$ cat src/rtl/nand_seq_pkg.sv
package nand_seq_pkg;

  typedef enum logic [2:0] {
    S_IDLE,
    S_FETCH,
    S_GUARD,
    S_POLL,
    S_WR1,
    S_WR2,
    S_FINISH
  } seq_state_e;

  // strobes from control to datapath
  typedef struct packed {
    logic loadInstr;
    logic advance;
    logic latchCmd;
    logic guardLoad;
    logic guardDec;
    logic toClear;
    logic toInc;
    logic setEvent;
  } seq_strobe_t;

endpackage

$ cat src/rtl/nand_seq_datapath.sv
module nand_seq_datapath
  import nand_seq_pkg::*;
#(
  parameter int NUM_SLOTS   = 8,
  parameter int OP_W        = 4,
  parameter int BYTE_W      = 8,
  parameter int CMD_ENTRIES = 4,
  parameter int NUM_WAIT    = 2,
  parameter int SCY_W       = 4,
  parameter int TSEL_W      = 4,
  parameter int TO_BASE     = 8
) (
  input  logic                          clk,
  input  logic                          rstN,
  input  seq_strobe_t                   strobe,
  input  logic [NUM_SLOTS*OP_W-1:0]     instrWord,
  input  logic [CMD_ENTRIES*BYTE_W-1:0] cmdBytes,
  input  logic                          relaxed,
  input  logic [SCY_W-1:0]              cycleCount,
  input  logic [TSEL_W-1:0]             timeoutSel,
  input  logic                          eventClr,
  output logic                          opIsCmd,
  output logic                          opIsWait,
  output logic                          lastSlot,
  output logic                          guardDone,
  output logic                          toExpired,
  output logic [BYTE_W-1:0]             dataOut,
  output logic                          cmdTimeout
);

  localparam int SLOT_W  = (NUM_SLOTS > 1) ? $clog2(NUM_SLOTS) : 1;
  localparam int IDX_W   = (CMD_ENTRIES > 1) ? $clog2(CMD_ENTRIES) : 1;
  localparam int GUARD_W = SCY_W + 6;
  localparam int TO_W    = TO_BASE + (1 << TSEL_W);
  localparam int SH_W    = $clog2(TO_W) + 1;
  localparam logic [OP_W-1:0] CM_FIRST = OP_W'(1);
  localparam logic [OP_W-1:0] CM_LAST  = OP_W'(CMD_ENTRIES);
  localparam logic [OP_W-1:0] CW_FIRST = OP_W'(CMD_ENTRIES + 1);
  localparam logic [OP_W-1:0] CW_LAST  = OP_W'(CMD_ENTRIES + NUM_WAIT);
  localparam logic [SLOT_W-1:0] SLOT_LAST = SLOT_W'(NUM_SLOTS - 1);

  logic [NUM_SLOTS*OP_W-1:0] instrSr;
  logic [SLOT_W-1:0]         slotCnt;
  logic [OP_W-1:0]           curOp;
  logic [IDX_W-1:0]          cmdIdx;
  logic [BYTE_W-1:0]         cmdTable [CMD_ENTRIES];
  logic [GUARD_W-1:0]        guardCnt;
  logic [GUARD_W-1:0]        guardSpan;
  logic [GUARD_W-1:0]        guardInit;
  logic [TO_W-1:0]           toCnt;
  logic [TO_W-1:0]           toLimit;
  logic [SH_W-1:0]           toShift;

  // instruction shift register and slot counter
  always_ff @(posedge clk or negedge rstN) begin
    if (!rstN) begin
      instrSr <= '0;
      slotCnt <= '0;
    end else if (strobe.loadInstr) begin
      instrSr <= instrWord;
      slotCnt <= '0;
    end else if (strobe.advance) begin
      instrSr <= instrSr >> OP_W;
      slotCnt <= slotCnt + SLOT_W'(1);
    end
  end

  assign curOp    = instrSr[OP_W-1:0];
  assign lastSlot = (slotCnt == SLOT_LAST);

  // op-code decode
  always_comb begin
    opIsCmd  = (curOp >= CM_FIRST) && (curOp <= CM_LAST);
    opIsWait = (curOp >= CW_FIRST) && (curOp <= CW_LAST);
    cmdIdx   = opIsCmd ? IDX_W'(curOp - CM_FIRST) : IDX_W'(curOp - CW_FIRST);
  end

  // command byte table
  for (genvar g = 0; g < CMD_ENTRIES; g++) begin : g_cmdTable
    assign cmdTable[g] = cmdBytes[g*BYTE_W +: BYTE_W];
  end

  always_ff @(posedge clk or negedge rstN) begin
    if (!rstN) begin
      dataOut <= '0;
    end else if (strobe.latchCmd) begin
      dataOut <= cmdTable[cmdIdx];
    end
  end

  // guard delay: (2+scy) * 8 or * 16
  always_comb begin
    guardSpan = GUARD_W'(2) + GUARD_W'(cycleCount);
    guardInit = relaxed ? (guardSpan << 4) : (guardSpan << 3);
  end

  always_ff @(posedge clk or negedge rstN) begin
    if (!rstN) begin
      guardCnt <= '0;
    end else if (strobe.guardLoad) begin
      guardCnt <= guardInit;
    end else if (strobe.guardDec) begin
      guardCnt <= guardCnt - GUARD_W'(1);
    end
  end

  assign guardDone = (guardCnt == GUARD_W'(1));

  // poll timeout: 2^(sel+base) cycles
  always_comb begin
    toShift = SH_W'(timeoutSel) + SH_W'(TO_BASE);
    toLimit = (TO_W'(1) << toShift) - TO_W'(1);
  end

  always_ff @(posedge clk or negedge rstN) begin
    if (!rstN) begin
      toCnt <= '0;
    end else if (strobe.toClear) begin
      toCnt <= '0;
    end else if (strobe.toInc) begin
      toCnt <= toCnt + TO_W'(1);
    end
  end

  assign toExpired = (toCnt == toLimit);

  // sticky timeout event, set has priority
  always_ff @(posedge clk or negedge rstN) begin
    if (!rstN) begin
      cmdTimeout <= 1'b0;
    end else if (strobe.setEvent) begin
      cmdTimeout <= 1'b1;
    end else if (eventClr) begin
      cmdTimeout <= 1'b0;
    end
  end

endmodule

$ cat src/rtl/nand_seq_control.sv
module nand_seq_control
  import nand_seq_pkg::*;
(
  input  logic        clk,
  input  logic        rstN,
  input  logic        start,
  input  logic        opIsCmd,
  input  logic        opIsWait,
  input  logic        lastSlot,
  input  logic        guardDone,
  input  logic        toExpired,
  input  logic        rdyBusy,
  output seq_strobe_t strobe,
  output logic        busy,
  output logic        done,
  output logic        cle,
  output logic        weN
);

  seq_state_e state;
  seq_state_e stateNext;

  always_ff @(posedge clk or negedge rstN) begin
    if (!rstN) begin
      state <= S_IDLE;
    end else begin
      state <= stateNext;
    end
  end

  always_comb begin
    stateNext = state;
    strobe    = '0;
    unique case (state)
      S_IDLE: begin
        if (start) begin
          strobe.loadInstr = 1'b1;
          stateNext        = S_FETCH;
        end
      end
      S_FETCH: begin
        if (opIsCmd) begin
          strobe.latchCmd = 1'b1;
          stateNext       = S_WR1;
        end else if (opIsWait) begin
          strobe.guardLoad = 1'b1;
          stateNext        = S_GUARD;
        end else begin
          stateNext = S_FINISH;
        end
      end
      S_GUARD: begin
        if (guardDone) begin
          strobe.toClear = 1'b1;
          stateNext      = S_POLL;
        end else begin
          strobe.guardDec = 1'b1;
        end
      end
      S_POLL: begin
        if (rdyBusy) begin
          strobe.latchCmd = 1'b1;
          stateNext       = S_WR1;
        end else if (toExpired) begin
          strobe.latchCmd = 1'b1;
          strobe.setEvent = 1'b1;
          stateNext       = S_WR1;
        end else begin
          strobe.toInc = 1'b1;
        end
      end
      S_WR1: begin
        stateNext = S_WR2;
      end
      S_WR2: begin
        strobe.advance = 1'b1;
        stateNext      = lastSlot ? S_FINISH : S_FETCH;
      end
      S_FINISH: begin
        stateNext = S_IDLE;
      end
      default: begin
        stateNext = S_IDLE;
      end
    endcase
  end

  assign busy = (state != S_IDLE);
  assign done = (state == S_FINISH);
  assign cle  = (state == S_WR1) || (state == S_WR2);
  assign weN  = (state != S_WR1);

endmodule

$ cat src/rtl/nand_cmd_seq.sv
module nand_cmd_seq
  import nand_seq_pkg::*;
#(
  parameter int NUM_SLOTS   = 8,
  parameter int OP_W        = 4,
  parameter int BYTE_W      = 8,
  parameter int CMD_ENTRIES = 4,
  parameter int NUM_WAIT    = 2,
  parameter int SCY_W       = 4,
  parameter int TSEL_W      = 4,
  parameter int TO_BASE     = 8
) (
  input  logic                          clk,
  input  logic                          rstN,
  input  logic                          start,
  input  logic [NUM_SLOTS*OP_W-1:0]     instrWord,
  input  logic [CMD_ENTRIES*BYTE_W-1:0] cmdBytes,
  input  logic                          relaxed,
  input  logic [SCY_W-1:0]              cycleCount,
  input  logic [TSEL_W-1:0]             timeoutSel,
  input  logic                          rdyBusy,
  input  logic                          eventClr,
  output logic                          busy,
  output logic                          done,
  output logic                          cle,
  output logic                          weN,
  output logic [BYTE_W-1:0]             dataOut,
  output logic                          cmdTimeout
);

  seq_strobe_t strobe;
  logic opIsCmd;
  logic opIsWait;
  logic lastSlot;
  logic guardDone;
  logic toExpired;

  nand_seq_control u_control (
    .clk       (clk),
    .rstN      (rstN),
    .start     (start),
    .opIsCmd   (opIsCmd),
    .opIsWait  (opIsWait),
    .lastSlot  (lastSlot),
    .guardDone (guardDone),
    .toExpired (toExpired),
    .rdyBusy   (rdyBusy),
    .strobe    (strobe),
    .busy      (busy),
    .done      (done),
    .cle       (cle),
    .weN       (weN)
  );

  nand_seq_datapath #(
    .NUM_SLOTS   (NUM_SLOTS),
    .OP_W        (OP_W),
    .BYTE_W      (BYTE_W),
    .CMD_ENTRIES (CMD_ENTRIES),
    .NUM_WAIT    (NUM_WAIT),
    .SCY_W       (SCY_W),
    .TSEL_W      (TSEL_W),
    .TO_BASE     (TO_BASE)
  ) u_datapath (
    .clk        (clk),
    .rstN       (rstN),
    .strobe     (strobe),
    .instrWord  (instrWord),
    .cmdBytes   (cmdBytes),
    .relaxed    (relaxed),
    .cycleCount (cycleCount),
    .timeoutSel (timeoutSel),
    .eventClr   (eventClr),
    .opIsCmd    (opIsCmd),
    .opIsWait   (opIsWait),
    .lastSlot   (lastSlot),
    .guardDone  (guardDone),
    .toExpired  (toExpired),
    .dataOut    (dataOut),
    .cmdTimeout (cmdTimeout)
  );

endmodule

$ cat config.mk
export PLATFORM = sky130hd
export DESIGN_NAME = nand_cmd_seq
export DESIGN_NICKNAME = d
export VERILOG_FILES = /design/src/rtl/nand_seq_pkg.sv /design/src/rtl/nand_seq_datapath.sv /design/src/rtl/nand_seq_control.sv /design/src/rtl/nand_cmd_seq.sv
export SDC_FILE = /design/constraint.sdc
export NUM_CORES = 1
export LEC_CHECK = 0
export BUFFER_PORTS_ARGS = -buffer_cell sky130_fd_sc_hd__clkbuf_2
export CORE_UTILIZATION = 30
export CTS_CLUSTER_SIZE = 8
export DETAILED_ROUTE_END_ITERATION = 10
export SLEW_MARGIN = 0
export SYNTH_ARGS = -nofsm -noshare
export SYNTH_HDL_FRONTEND = slang
export SYNTH_SLANG_ARGS = --single-unit
export TNS_END_PERCENT = 5
$ cat constraint.sdc
create_clock -name clk -period 2.78 [get_ports clk]
set_clock_uncertainty 0.15 [all_clocks]
set_input_delay 0.278 -clock clk [delete_from_list [all_inputs] [get_ports clk]]
set_output_delay 0.278 -clock clk [all_outputs]
set_load 0.02 [all_outputs]
==> flow_summary.json <==
{
  "p_total_w": 0.005938,
  "dieArea_um2": 17440,
  "worstHoldStart": "instrWord[11]",
  "die_y_um": 132.0,
  "criticalPathCategory": "reg2reg",
  "p_per_area_nw_per_um2": 933.5,
  "grt_max_degree": 54,
  "tritoncts": "yes",
  "yosysSeqAreaShare_pct": 39.95,
  "synth.avg_cell_area_um2": 9.142,
  "portBuffers": 90,
  "insertion_delay_ns": 0.34,
  "start_kind": "register",
  "initial_utilization_pct": 30.70,
  "setup_violations": 0,
  "antenna_left": 0,
  "holdWs_ns": 0.003458,
  "slew_viol_final": 0,
  "crit_chain": "ha_1 -> and3_1 -> nand3_1 -> a2111oi_4 -> and4b_1 -> a21oi_2 -> or3_1",
  "regToRegStartpoint": "u_datapath.toCnt[0]",
  "critPathBufInv": 0,
  "synth_flop_cell": "dfrtp_1",
  "tightest_slew_ns": 0.6822,
  "grt_pass1_vias": 4395,
  "dr.pass1.iters": 4,
  "finalWirelength_mm": 12.48,
  "max_stage_delay_ns": 0.41,
  "leakagePower_nw": 2.864,
  "critPathRequiredTime_ns": 2.85,
  "remaining_drc_errors": 0,
  "place_ws_ns": 0.2213,
  "power_frac_seq_pct": 37.5,
  "routed-via-count": 4422,
  "hold_path.class": "in2reg",
  "htree_levels": 3,
  "synth_top_family_by_area": "simple AND/OR/NAND/NOR gates",
  "synth_compound_area_share_pct": 18.30,
  "grt.total_usage_pct": 15.22,
  "die_w_um": 132.0,
  "area_growth_syn_to_layout_pct": 25.38,
  "fin_nets": 748,
  "grt_pass1_wl_mm": 21.51,
  "coreArea_um2": 16520,
  "fin_tns_setup_ns": 0,
  "diodes": 0,
  "clkTransAtPathRegs_ns": 0.06,
  "fmax_mhz": 404.9,
  "dp_hpwl_mm": 8.853,
  "ctsRootBufferMaster": "clkbuf_16",
  "grt_setup_unrepaired": "no",
  "slowest_stage": "dfrtp_1",
  "drt_iter0_drc": 218,
  "wl_per_cell_um": 14.08,
  "io_pins": 91,
  "synth.distinct_cells": 65,
  "finalCriticalPeriod_ns": 2.470,
  "critPathMaxFanout": 5,
  "drive_above_1_share_pct": 22.97,
  "yosys.area_share.simple_pct": 21.97,
  "dp.cells": 846,
  "placement_rows": 47,
  "synth-xor-area-share_pct": 1.208,
  "cts_buffer_depth": 2,
  "max-cap-violations": 0,
  "synth_fa_ha_area_share_pct": 2.219,
  "synth.mux.area_fraction_pct": 11.66,
  "gp_congestion": 0.8052,
  "synthesis.area_um2": 5074,
  "p_switching_w": 0.002300,
  "via_per_inst": 4.991,
  "timing.final.crit_share_pct": 88.84,
  "cts_setup_buffers": 0,
  "cp_top_family": "simple AND/OR/NAND/NOR gates",
  "power_frac_comb_pct": 40.8,
  "ys_ff_latch": 81,
  "status": "complete, no violations",
  "hold_viol": 0,
  "synth_edf_count": 0,
  "numClockSinks": 81,
  "p_int_w": 0.003638,
  "layout.cells.non_filler": 886,
  "ir_drop_mv": 0.4319,
  "grt_overflow": 0,
  "cp.arrival_ns": 2.54,
  "antenna_found_initial": 0,
  "slew-limit-headroom_pct": 54.52,
  "yosys_warnings": 0,
  "startpoint": "u_datapath.toCnt[0]",
  "power.clock.fraction_pct": 21.7,
  "swShare_pct": 38.74,
  "crit_path_end_kind": "register",
  "layout_setup_ws_ns": 0.3102,
  "syn_inst": 555,
  "numCtsBuffers": 9,
  "synth_nets": 642,
  "ys_async_sr_fraction_pct": 100.0
}
power by group through the flow:
stage | sequential, W | combinational (W) | clock [W]
global placement | 0.00223 | 0.00238 | 0
finish | 0.00223 | 0.00243 | 0.00129
CTS | 0.00222 | 0.00245 | 0.00132
floorplan | 0.00213 | 0.00180 | 0
detailed placement | 0.00224 | 0.00242 | 0
global route | 0.00232 | 0.00277 | 0.00137
synth_stat cells (all sizes together), types with 4 or more instances:
library cell / number / area share (%)
a21oi: 32 / 3.2
inv: 12 / 0.89
nand2b: 17 / 2.1
and4: 4 / 0.69
and3: 11 / 1.4
mux2i: 40 / 7.9
clkbuf: 25 / 1.8
nor2b: 7 / 0.86
o211ai: 24 / 3.6
xor2: 4 / 0.69
nand4: 9 / 1.1
a211oi: 4 / 0.94
dfrtp: 81 / 40
nand3: 17 / 1.8
or3: 9 / 1.1
nor2: 16 / 1.2
buf: 15 / 1.9
mux4: 8 / 3.6
ha: 9 / 2.2
nand2: 104 / 7.7
and2: 4 / 0.49
nor3: 9 / 0.99
o21ai: 41 / 4.0
a22oi: 8 / 1.2
repair_timing:
action,4_1_cts,5_1_grt
hold buffers,24,0
resized for setup,0,0
hold endpoints to repair,72,0
setup endpoints to repair,0,0
through the flow:
stage	cell area (µm²)	util, %
floorplan	5074	-
global placement	5799	35.10
detailed placement	5799	35.10
CTS	6361	38.49
global route	6361	38.49
finish	6361	38.49
kinds of logic (layout without fill, tap and decap cells):
family / count (synthesis) / after routing
mux: 49 / 49
xor+xnor: 7 / 7
fa+ha+maj: 9 / 9
compound gates: 136 / 136
simple gates: 221 / 221
buf+inv: 52 / 163
flops: 81 / 81
final timing paths:
path                       slack (ns)  depth (start not counted)                endpoint
min in group asynchronous        0.36                          2  u_datapath.guardCnt[6]
setup / recovery                 0.31                          7      u_control.state[0]
setup reg to reg                 0.31                          7      u_control.state[0]
max in group asynchronous        1.49                          3     u_datapath.toCnt[6]
hold / removal                  0.003                          3  u_datapath.instrSr[11]
hold reg to reg                  0.32                          2   u_datapath.instrSr[5]
layout make-up:
type                            count  area (µm²)
Fill cell                        1694       10160
Multi-Input combinational cell    422        2816
Sequential cell                    81        2027
Timing Repair Buffer              135       875.8
Tap cell                          220       275.3
Clock buffer                       11       242.7
Clock inverter                      5       78.83
Inverter                           12       45.04
routing by layer:
layer	vias up	routed length [µm]	global-route usage [%]
li1	2214	-	-
met2	92	5771	23.69
met5	-	0	0
met1	2096	5912	20.16
met3	20	496	3.383
met4	0	298	6.977
sequential cells by signal, indices dropped and copies added (netlist names):
name,flops
u_datapath.cmdTimeout,1
u_datapath.instrSr,32
u_datapath.dataOut,8
u_datapath.guardCnt,10
u_datapath.slotCnt,3
u_datapath.toCnt,24
u_control.state,3
placed cells by master (no fill, tap or decap), types with 3 or more instances in the layout:
cell           instances
mux2i_1               40
and2_1                 4
a2111o_1               3
and3_1                11
or3_1                  9
dlygate4sd3_1         24
nand3_1               16
nand4_1                9
buf_4                 20
o21ai_1                4
inv_1                 12
xor2_1                 4
nor2_1                15
mux4_2                 8
a21oi_1               31
xnor2_1                3
ha_1                   9
clkbuf_16              9
dfrtp_1               81
a22oi_1                8
nor2b_1                7
clkbuf_2              89
and4_1                 4
o21ai_0               37
nor3_1                 8
nand2_1              104
o211ai_1              24
nand2b_1              17
worst min-delay path, cell delays in order:
cell and delay [ns]:
clkbuf_2 0.08, nand2_1 0.04, o21ai_0 0.06
(Power assumes the default switching activity.)
